===== src/rtl/lru_mtx_pkg.sv =====
package lru_mtx_pkg;
   // Start-up order: row r holds ones in every column below r, giving row r
   // exactly r ones, so row 0 is the only empty row.
   function automatic logic start_bit(input int row, input int col);
      return (col < row);
   endfunction
endpackage


===== src/rtl/lru_mtx_row.sv =====
module lru_mtx_row #(
   parameter int WAYS = 4,
   parameter int ROW  = 0
) (
   input  logic            clk,
   input  logic            rst,
   input  logic            clr_i,
   input  logic [WAYS-1:0] hit_oh_i,
   output logic [WAYS-1:0] row_q_o
);
   import lru_mtx_pkg::*;

   logic [WAYS-1:0] start_row;
   logic [WAYS-1:0] own_full;

   for (genvar c = 0; c < WAYS; c++) begin : g_col
      assign start_row[c] = start_bit(ROW, c);
      assign own_full[c]  = (c != ROW);
   end

   always_ff @(posedge clk) begin
      if (rst || clr_i) begin
         row_q_o <= start_row;
      end else if (hit_oh_i[ROW]) begin
         row_q_o <= own_full;
      end else begin
         row_q_o <= row_q_o & ~hit_oh_i;
      end
   end

   // a way is never more recent than itself
   p_diag_zero_r3: assert property (@(posedge clk) disable iff (rst)
      row_q_o[ROW] == 1'b0);

   // accessing this way marks it more recent than every other way
   p_own_row_full_r2: assert property (@(posedge clk) disable iff (rst)
      (hit_oh_i[ROW] && !clr_i) |=> ($countones(row_q_o) == WAYS-1));
endmodule


===== src/rtl/lru_zero_row_pick.sv =====
module lru_zero_row_pick #(
   parameter int WAYS = 4
) (
   input  logic [WAYS-1:0][WAYS-1:0] mtx_i,
   output logic [WAYS-1:0]           zero_oh_o
);
   for (genvar r = 0; r < WAYS; r++) begin : g_row
      assign zero_oh_o[r] = ~|mtx_i[r];
   end
endmodule


===== src/rtl/lru_oh_encode.sv =====
module lru_oh_encode #(
   parameter int N = 4,
   parameter int W = 2
) (
   input  logic [N-1:0] oh_i,
   output logic [W-1:0] idx_o
);
   always_comb begin
      idx_o = '0;
      for (int i = 0; i < N; i++) begin
         if (oh_i[i]) idx_o = idx_o | W'(i);
      end
   end
endmodule


===== src/rtl/lru_matrix_tracker.sv =====
module lru_matrix_tracker #(
   parameter int WAYS  = 4,
   parameter int IDX_W = $clog2(WAYS)
) (
   input  logic             clk,
   input  logic             rst,
   input  logic             clr_i,
   input  logic             acc_vld_i,
   input  logic [IDX_W-1:0] acc_way_i,
   output logic [IDX_W-1:0] vict_idx_o,
   output logic [WAYS-1:0]  vict_oh_o
);
   // parameter legality
   if (WAYS < 2) begin : g_chk_ways
      $error("lru_matrix_tracker: WAYS must be at least 2");
   end
   if (IDX_W != $clog2(WAYS)) begin : g_chk_idx
      $error("lru_matrix_tracker: IDX_W must equal clog2(WAYS)");
   end

   logic in_range;
   assign in_range = (int'(acc_way_i) < WAYS);

   if (WAYS == 2) begin : g_pair
      // Two ways: one bit naming the most recent way is a full order.
      logic mru_q;
      always_ff @(posedge clk) begin
         if (rst || clr_i) begin
            mru_q <= 1'b1;
         end else if (acc_vld_i) begin
            mru_q <= acc_way_i[0];
         end
      end
      assign vict_idx_o = IDX_W'(~mru_q);
      assign vict_oh_o  = mru_q ? 2'b01 : 2'b10;
   end else begin : g_matrix
      logic [WAYS-1:0]            hit_oh;
      logic [WAYS-1:0][WAYS-1:0]  mtx;

      always_comb begin
         hit_oh = '0;
         if (acc_vld_i && in_range) hit_oh[acc_way_i] = 1'b1;
      end

      for (genvar r = 0; r < WAYS; r++) begin : g_row
         lru_mtx_row #(.WAYS(WAYS), .ROW(r)) row_i (
            .clk      (clk),
            .rst      (rst),
            .clr_i    (clr_i),
            .hit_oh_i (hit_oh),
            .row_q_o  (mtx[r])
         );
      end

      lru_zero_row_pick #(.WAYS(WAYS)) pick_i (
         .mtx_i     (mtx),
         .zero_oh_o (vict_oh_o)
      );

      lru_oh_encode #(.N(WAYS), .W(IDX_W)) enc_i (
         .oh_i  (vict_oh_o),
         .idx_o (vict_idx_o)
      );
   end

   // exactly one victim, agreeing with the index
   p_victim_onehot_r4: assert property (@(posedge clk) disable iff (rst)
      $countones(vict_oh_o) == 1);
   p_idx_matches_oh_r4: assert property (@(posedge clk) disable iff (rst)
      vict_oh_o[vict_idx_o] == 1'b1);

   // the way just accessed is not the next victim
   p_mru_not_victim_r2: assert property (@(posedge clk) disable iff (rst)
      (acc_vld_i && in_range && !clr_i) |=> (vict_idx_o != $past(acc_way_i)));

   // clear restores way 0 as victim
   p_clear_order_r6: assert property (@(posedge clk) disable iff (rst)
      clr_i |=> (vict_idx_o == '0));

   // out-of-range accesses leave the order alone
   p_ignore_oor_r7: assert property (@(posedge clk) disable iff (rst)
      (acc_vld_i && !in_range && !clr_i) |=> $stable(vict_oh_o));

   // idle cycles hold the victim
   p_idle_hold_r8: assert property (@(posedge clk) disable iff (rst)
      (!acc_vld_i && !clr_i) |=> $stable(vict_oh_o));
endmodule


===== config.mk =====
export PLATFORM = sky130hd
export DESIGN_NAME = lru_matrix_tracker
export DESIGN_NICKNAME = d
export VERILOG_FILES = /design/src/rtl/lru_mtx_pkg.sv /design/src/rtl/lru_mtx_row.sv /design/src/rtl/lru_zero_row_pick.sv /design/src/rtl/lru_oh_encode.sv /design/src/rtl/lru_matrix_tracker.sv
export SDC_FILE = /design/constraint.sdc
export NUM_CORES = 1
export LEC_CHECK = 0
export BUFFER_PORTS_ARGS = -buffer_cell sky130_fd_sc_hd__buf_4
export CAP_MARGIN = 5
export CORE_UTILIZATION = 40
export CTS_CLUSTER_DIAMETER = 150
export DETAILED_ROUTE_END_ITERATION = 8
export GPL_TIMING_DRIVEN = 0
export HOLD_SLACK_MARGIN = 0.12
export PLACE_DENSITY = 0.58
export SLEW_MARGIN = 10
export SYNTH_ARGS = -nofsm -noshare
export SYNTH_HDL_FRONTEND = slang
export SYNTH_HIERARCHICAL = 1
export SYNTH_SLANG_ARGS = --single-unit

===== constraint.sdc =====
create_clock -name clk -period 1.5 [get_ports clk]
set_clock_uncertainty 0.1 [all_clocks]
set_input_delay 0.3 -clock clk [delete_from_list [all_inputs] [get_ports clk]]
set_output_delay 0.3 -clock clk [all_outputs]
set_load 0.01 [all_outputs]

* After elaboration in Yosys (flattened, before gate mapping)
Index checks and enable logic that the tools add are counted.
Word-level totals: output and inout port bits 6, bits in registers 16, logic and storage cells 37
Operators by class: magnitude comparators 2, reduce and logical (&&, ||, !) cells 14, multiplexer cells 9, bitwise logic cells 5
Operator list (count):
- $and A4 B4 Y4 | 4
- $mux W4 | 4
- $reduce_or A4 Y1 | 4
- $reduce_or A2 Y1 | 4
- $logic_not A1 Y1 | 4
- $mux W2 | 2
- $not A4 Y4 | 1
- $lt A2 B3 Y1 const B | 1
- $demux W1 S2 | 1
- $ge A2 B1 Y1 const B | 1
- $mux W1 | 2
- $logic_and A1 B1 Y1 | 1
- $logic_or A1 B1 Y1 | 1

* Logic depth before layout (Yosys ltp)
word-level depth 8, depth in mapped cells 3, depth with buffers taken out 3

* Modules after synthesis
Netlist, hierarchy kept.
By module, submodules not included:
- lru_mtx_row at g_matrix.g_row[0].row_i | area an instance 138.9 µm², cells each 13, seq. area each 80.1 µm², instances 1
- lru_mtx_row at g_matrix.g_row[1].row_i | area an instance 135.1 µm², cells each 13, seq. area each 80.1 µm², instances 1
- lru_mtx_row at g_matrix.g_row[2].row_i | area an instance 131.4 µm², cells each 13, seq. area each 80.1 µm², instances 1
- lru_mtx_row at g_matrix.g_row[3].row_i | area an instance 122.6 µm², cells each 12, seq. area each 80.1 µm², instances 1
- lru_zero_row_pick | area an instance 50.0 µm², cells each 4, seq. area each 0.0 µm², instances 1
- lru_matrix_tracker | area an instance 37.5 µm², cells each 4, seq. area each 0.0 µm², instances 1
- lru_oh_encode | area an instance 12.5 µm², cells each 2, seq. area each 0.0 µm², instances 1

* Least setup slack after synthesis
No wires, ideal clock.
kind register to output, start register g_matrix.g_row[3].row_i.row_q_o[1], end output vict_idx_o[0], required time 1.100 ns, data arrival time 0.911 ns, stages on the path, launching flop included 3, setup slack 0.189 ns, path buffers 0, cells stage by stage dfxtp_1 -> nor4_2 -> or2_1
On the way: longest elaborated chain between the ends 2
Ends and longest elaborated chain:
- start, declared | line lru_mtx_row.sv:9 | output logic [WAYS-1:0] row_q_o
- start signal, assigned | line lru_mtx_row.sv:23 | row_q_o <= start_row;
- start signal, assigned | line lru_mtx_row.sv:25 | row_q_o <= own_full;
- start signal, assigned | line lru_mtx_row.sv:27 | row_q_o <= row_q_o & ~hit_oh_i;
- $reduce_or A4 Y1 | line lru_zero_row_pick.sv:8 | assign zero_oh_o[r] = ~|mtx_i[r];
- $mux W2 | line lru_oh_encode.sv:11 | if (oh_i[i]) idx_o = idx_o | W'(i);
- end, declared | line lru_matrix_tracker.sv:10 | output logic [IDX_W-1:0] vict_idx_o,
No other way between the ends.

* Final worst setup path
start register g_matrix.g_row[3].row_i.row_q_o[2], end output vict_idx_o[0]
Same word-level chain as after synthesis.

==> metrics.md <==
| Metric | Value |
|---|---|
| Max FFs per register | 16 |
| Status | finished, violations left |
| WP data arrival | 1160 ps |
| Fin. max-slew vios | 0 |
| P&R area growth vs syn | 26.9% |
| CP Cell Sequence | nor4_4, or2_1, buf_4 |
| Worst setup path class | flop to primary output |
| Via-to-Cell Ratio | 4.91 |
| Leakage | 0.343 nW |
| First-pass GRT wire length | 1860 um |
| Final #Nets | 83 |
| H-tree levels | 1 |
| Minimum clock period | 1560 ps |
| Non-filler cells, final | 91 |
| CTS tree | built |
| Worst-skew pair later-pin latency | 290 ps |
| Worst slew pin tran | 423 ps |
| Routed len/inst | 12.1 um |
| FF+latch count, synth | 16 |
| Top reg by flops | g_matrix.g_row.row_i/row_q_o |
| Max FO, Critical Path | 3 |
| Worst setup SP type | flop |
| Slowest cell delay on critical path | 340 ps |
| Synth Instances | 61 |
| Clock root cell | clkbuf_4 |
| Proportion of synthesized area in mux cells | 0% |
| Residual DRC count | 0 |
| Register area | 325 um2 |
| IO Port Bufs | 11 |
| Worst Hold Class | input port to flop |
| Post-route ant nets | 0 |
| Worst Setup End Kind | primary output |
| Total number of vias | 447 |
| Post-Syn Nets | 67 |
| Hold Vio Cnt, Final | 0 |
| Library cells used by synthesis | 18 |
| # diodes | 0 |
| 1st-pass router iterations | 4 |
| Final WS setup | -62.6 ps |
| Leading post-synthesis cells by cell area | dfxtp_1 51%, nor4_2 8.0%, nand2b_1 5.0% |
| DP HPWL | 807 um |
| Fillers | 127 |
| Multi-input logic area | 304 um2 |
| Layout cells sized above 1 | 39.5% |
| Hold WS | 163 ps |
| Total power | 0.775 mW |
| Worst vdd ir | 0.000749 V |
| Initial core utilization | 45.4% |
| Tot GR Track Use | 14.6% |
| Power Dens Cells | 972 nW/um2 |
| Initial antenna violation count | 0 |
| Simple-gate share of the synthesized area | 33.7% |
| Mapped Area | 628 um2 |
| RSZ-0062 raised after global routing | true |
| Fmax | 0.640 GHz |
| Worst slack, placed | 97.6 ps |
| Die area | 1730 um2 |
| CP max stage cell | dfxtp_2 |
| Register area share after synthesis | 51.0% |
| CTS buffer count | 3 |
| Final Setup Violations | 2 |
| Hold buffer count at cts | 0 |
| Vias in the first global route | 428 |
| RR Startpoint | g_matrix.g_row[2].row_i/row_q_o[3]$_SDFF_PP0_ |
| Largest family of logic cells by synthesized area | simple AND/OR/NAND/NOR gates |
| WL final | 1100 um |
| Initial DRC count | 6 |
| Worst EP required | 1100 ps |
| Syn. warnings | 6 |
| Post-Synth Adder-Cell Area | 0% |
| R2R depth | 2 |
| R2R Setup Slk | 680 ps |
| # IOs | 12 |
| Reg-to-Reg End | g_matrix.g_row[2].row_i/row_q_o[3]$_SDFF_PP0_ |
| Max-Slew Margin vs Limit | 71.7% |
| CTS Sinks | 16 |
| Die height | 41.6 um |
| Syn_area_per_cell | 10.3 um2 |
| Synth top area share | 51.0% |
| CTS Buffer Depth | 2 |
| Failing checks | setup timing |
| Fin crit share | 104% |
| Reg clk slew, reported paths | 100 ps |
| Largest registers | g_matrix.g_row.row_i/row_q_o: 16 flops |
| Max Cap Viol | 0 |
| CP endpoint | vict_idx_o[0] |
| Die Wd | 41.6 um |
| Placed cells | 87 |
| Critical path origin | g_matrix.g_row[3].row_i/row_q_o[2]$_SDFF_PP1_ |
| Num rows | 13 |
| Routability cong. | 0.738 |
| Core area | 1380 um2 |
| Setup TNS | -121 ps |
| Grt total ovfl | 0 |
| Post-synthesis compound-gate area fraction | 10.6% |
| Largest net degree at the start of global routing | 10 |
| Synth Area in XOR/XNOR | 0% |
| Dominant cell type by area after synthesis | dfxtp_1 |
-- per-layer routing --
| layer | share of wire (%) | GRT usage [%] | vias to the layer above | routed length [um] |
|---|---|---|---|---|
| met4 | 0 | 3.87 | 0 | 0 |
| met3 | 4.6 | 7.83 | 0 | 51 |
| met2 | 46 | 22.2 | 9 | 503 |
| met5 | 0 | 0 | - | 0 |
| met1 | 50 | 17.8 | 205 | 549 |
| li1 | - | - | 233 | - |
-- power breakdown --
| part | internal (mW) | switching (mW) | total (mW) |
|---|---|---|---|
| Sequential | 0.432 | 0.00658 | 0.438 |
| Combinational | 0.0290 | 0.0281 | 0.0572 |
| Clock | 0.148 | 0.132 | 0.279 |
-- area by class of cell --
class / count / area share, %
clock buffer: 4 / 4.55
inverter: 8 / 3.77
multi-input combinational: 37 / 38.1
sequential: 16 / 40.8
tap: 15 / 2.35
timing repair buffer: 11 / 10.4
-- cell usage after synthesis --
cell	number
nor2b_1	1
o21a_1	1
a211o_1	1
and3_2	1
dfxtp_1	16
and3b_1	2
inv_1	8
and2_1	2
nor2_1	1
nor3b_1	1
or2_1	2
o21ai_0	5
nor3_2	2
nor3b_2	2
a21oi_1	5
or2_4	2
nor4_2	4
nand2b_1	5
-- kinds of logic (layout without fill, tap and decap cells) --
group                  after synthesis  count (layout)
AOI/OAI and AO/OA                   12              12
buffers and inverters                8              23
and+or+nand+nor                     25              25
DFF                                 16              16
-- stage by stage --
stage	area, um2	utilization [%]
2_1_floorplan	628	-
3_3_place_gp	729	52.8
3_5_place_dp	729	52.8
4_1_cts	796	57.6
5_1_grt	797	57.6
6_report	797	57.6
-- critical path: cells and delay by family (launching register included) --
kind | cells | cell delay [ps]
flops | 1 | 340
simple gates | 2 | 440
buf+inv | 1 | 110
-- cells in the final DEF (no fill, tap or decap), drive strengths merged, types with 2 or more instances in the layout --
cell,count
inv,8
nor3b,3
and2,2
o21ai,5
nor4,4
nand2b,5
buf,11
dfxtp,16
or2,4
a21oi,5
nor3,2
clkbuf,4
and3b,2
-- worst min-delay path by stage --
stage	start	endpoint	depth (start not counted)
floorplan	rst	g_matrix.g_row[2].row_i/row_q_o[0]$_SDFF_PP1_	2
global placement	g_matrix.g_row[2].row_i/row_q_o[2]$_SDFF_PP0_	g_matrix.g_row[2].row_i/row_q_o[2]$_SDFF_PP0_	1
detailed placement	g_matrix.g_row[3].row_i/row_q_o[3]$_SDFF_PP0_	g_matrix.g_row[3].row_i/row_q_o[3]$_SDFF_PP0_	1
CTS	rst	g_matrix.g_row[2].row_i/row_q_o[1]$_SDFF_PP1_	3
global route	rst	g_matrix.g_row[2].row_i/row_q_o[0]$_SDFF_PP1_	3
finish	rst	g_matrix.g_row[2].row_i/row_q_o[1]$_SDFF_PP1_	3
-- repair_timing --
item | CTS | global route
pin swaps | 4 | 1
endpoints found under the setup margin | 5 | 6
gates resized for setup | 6 | 1
gates cloned | 0 | 0
buffers inserted | 0 | 0
Power figures use the tool's default switching activity.
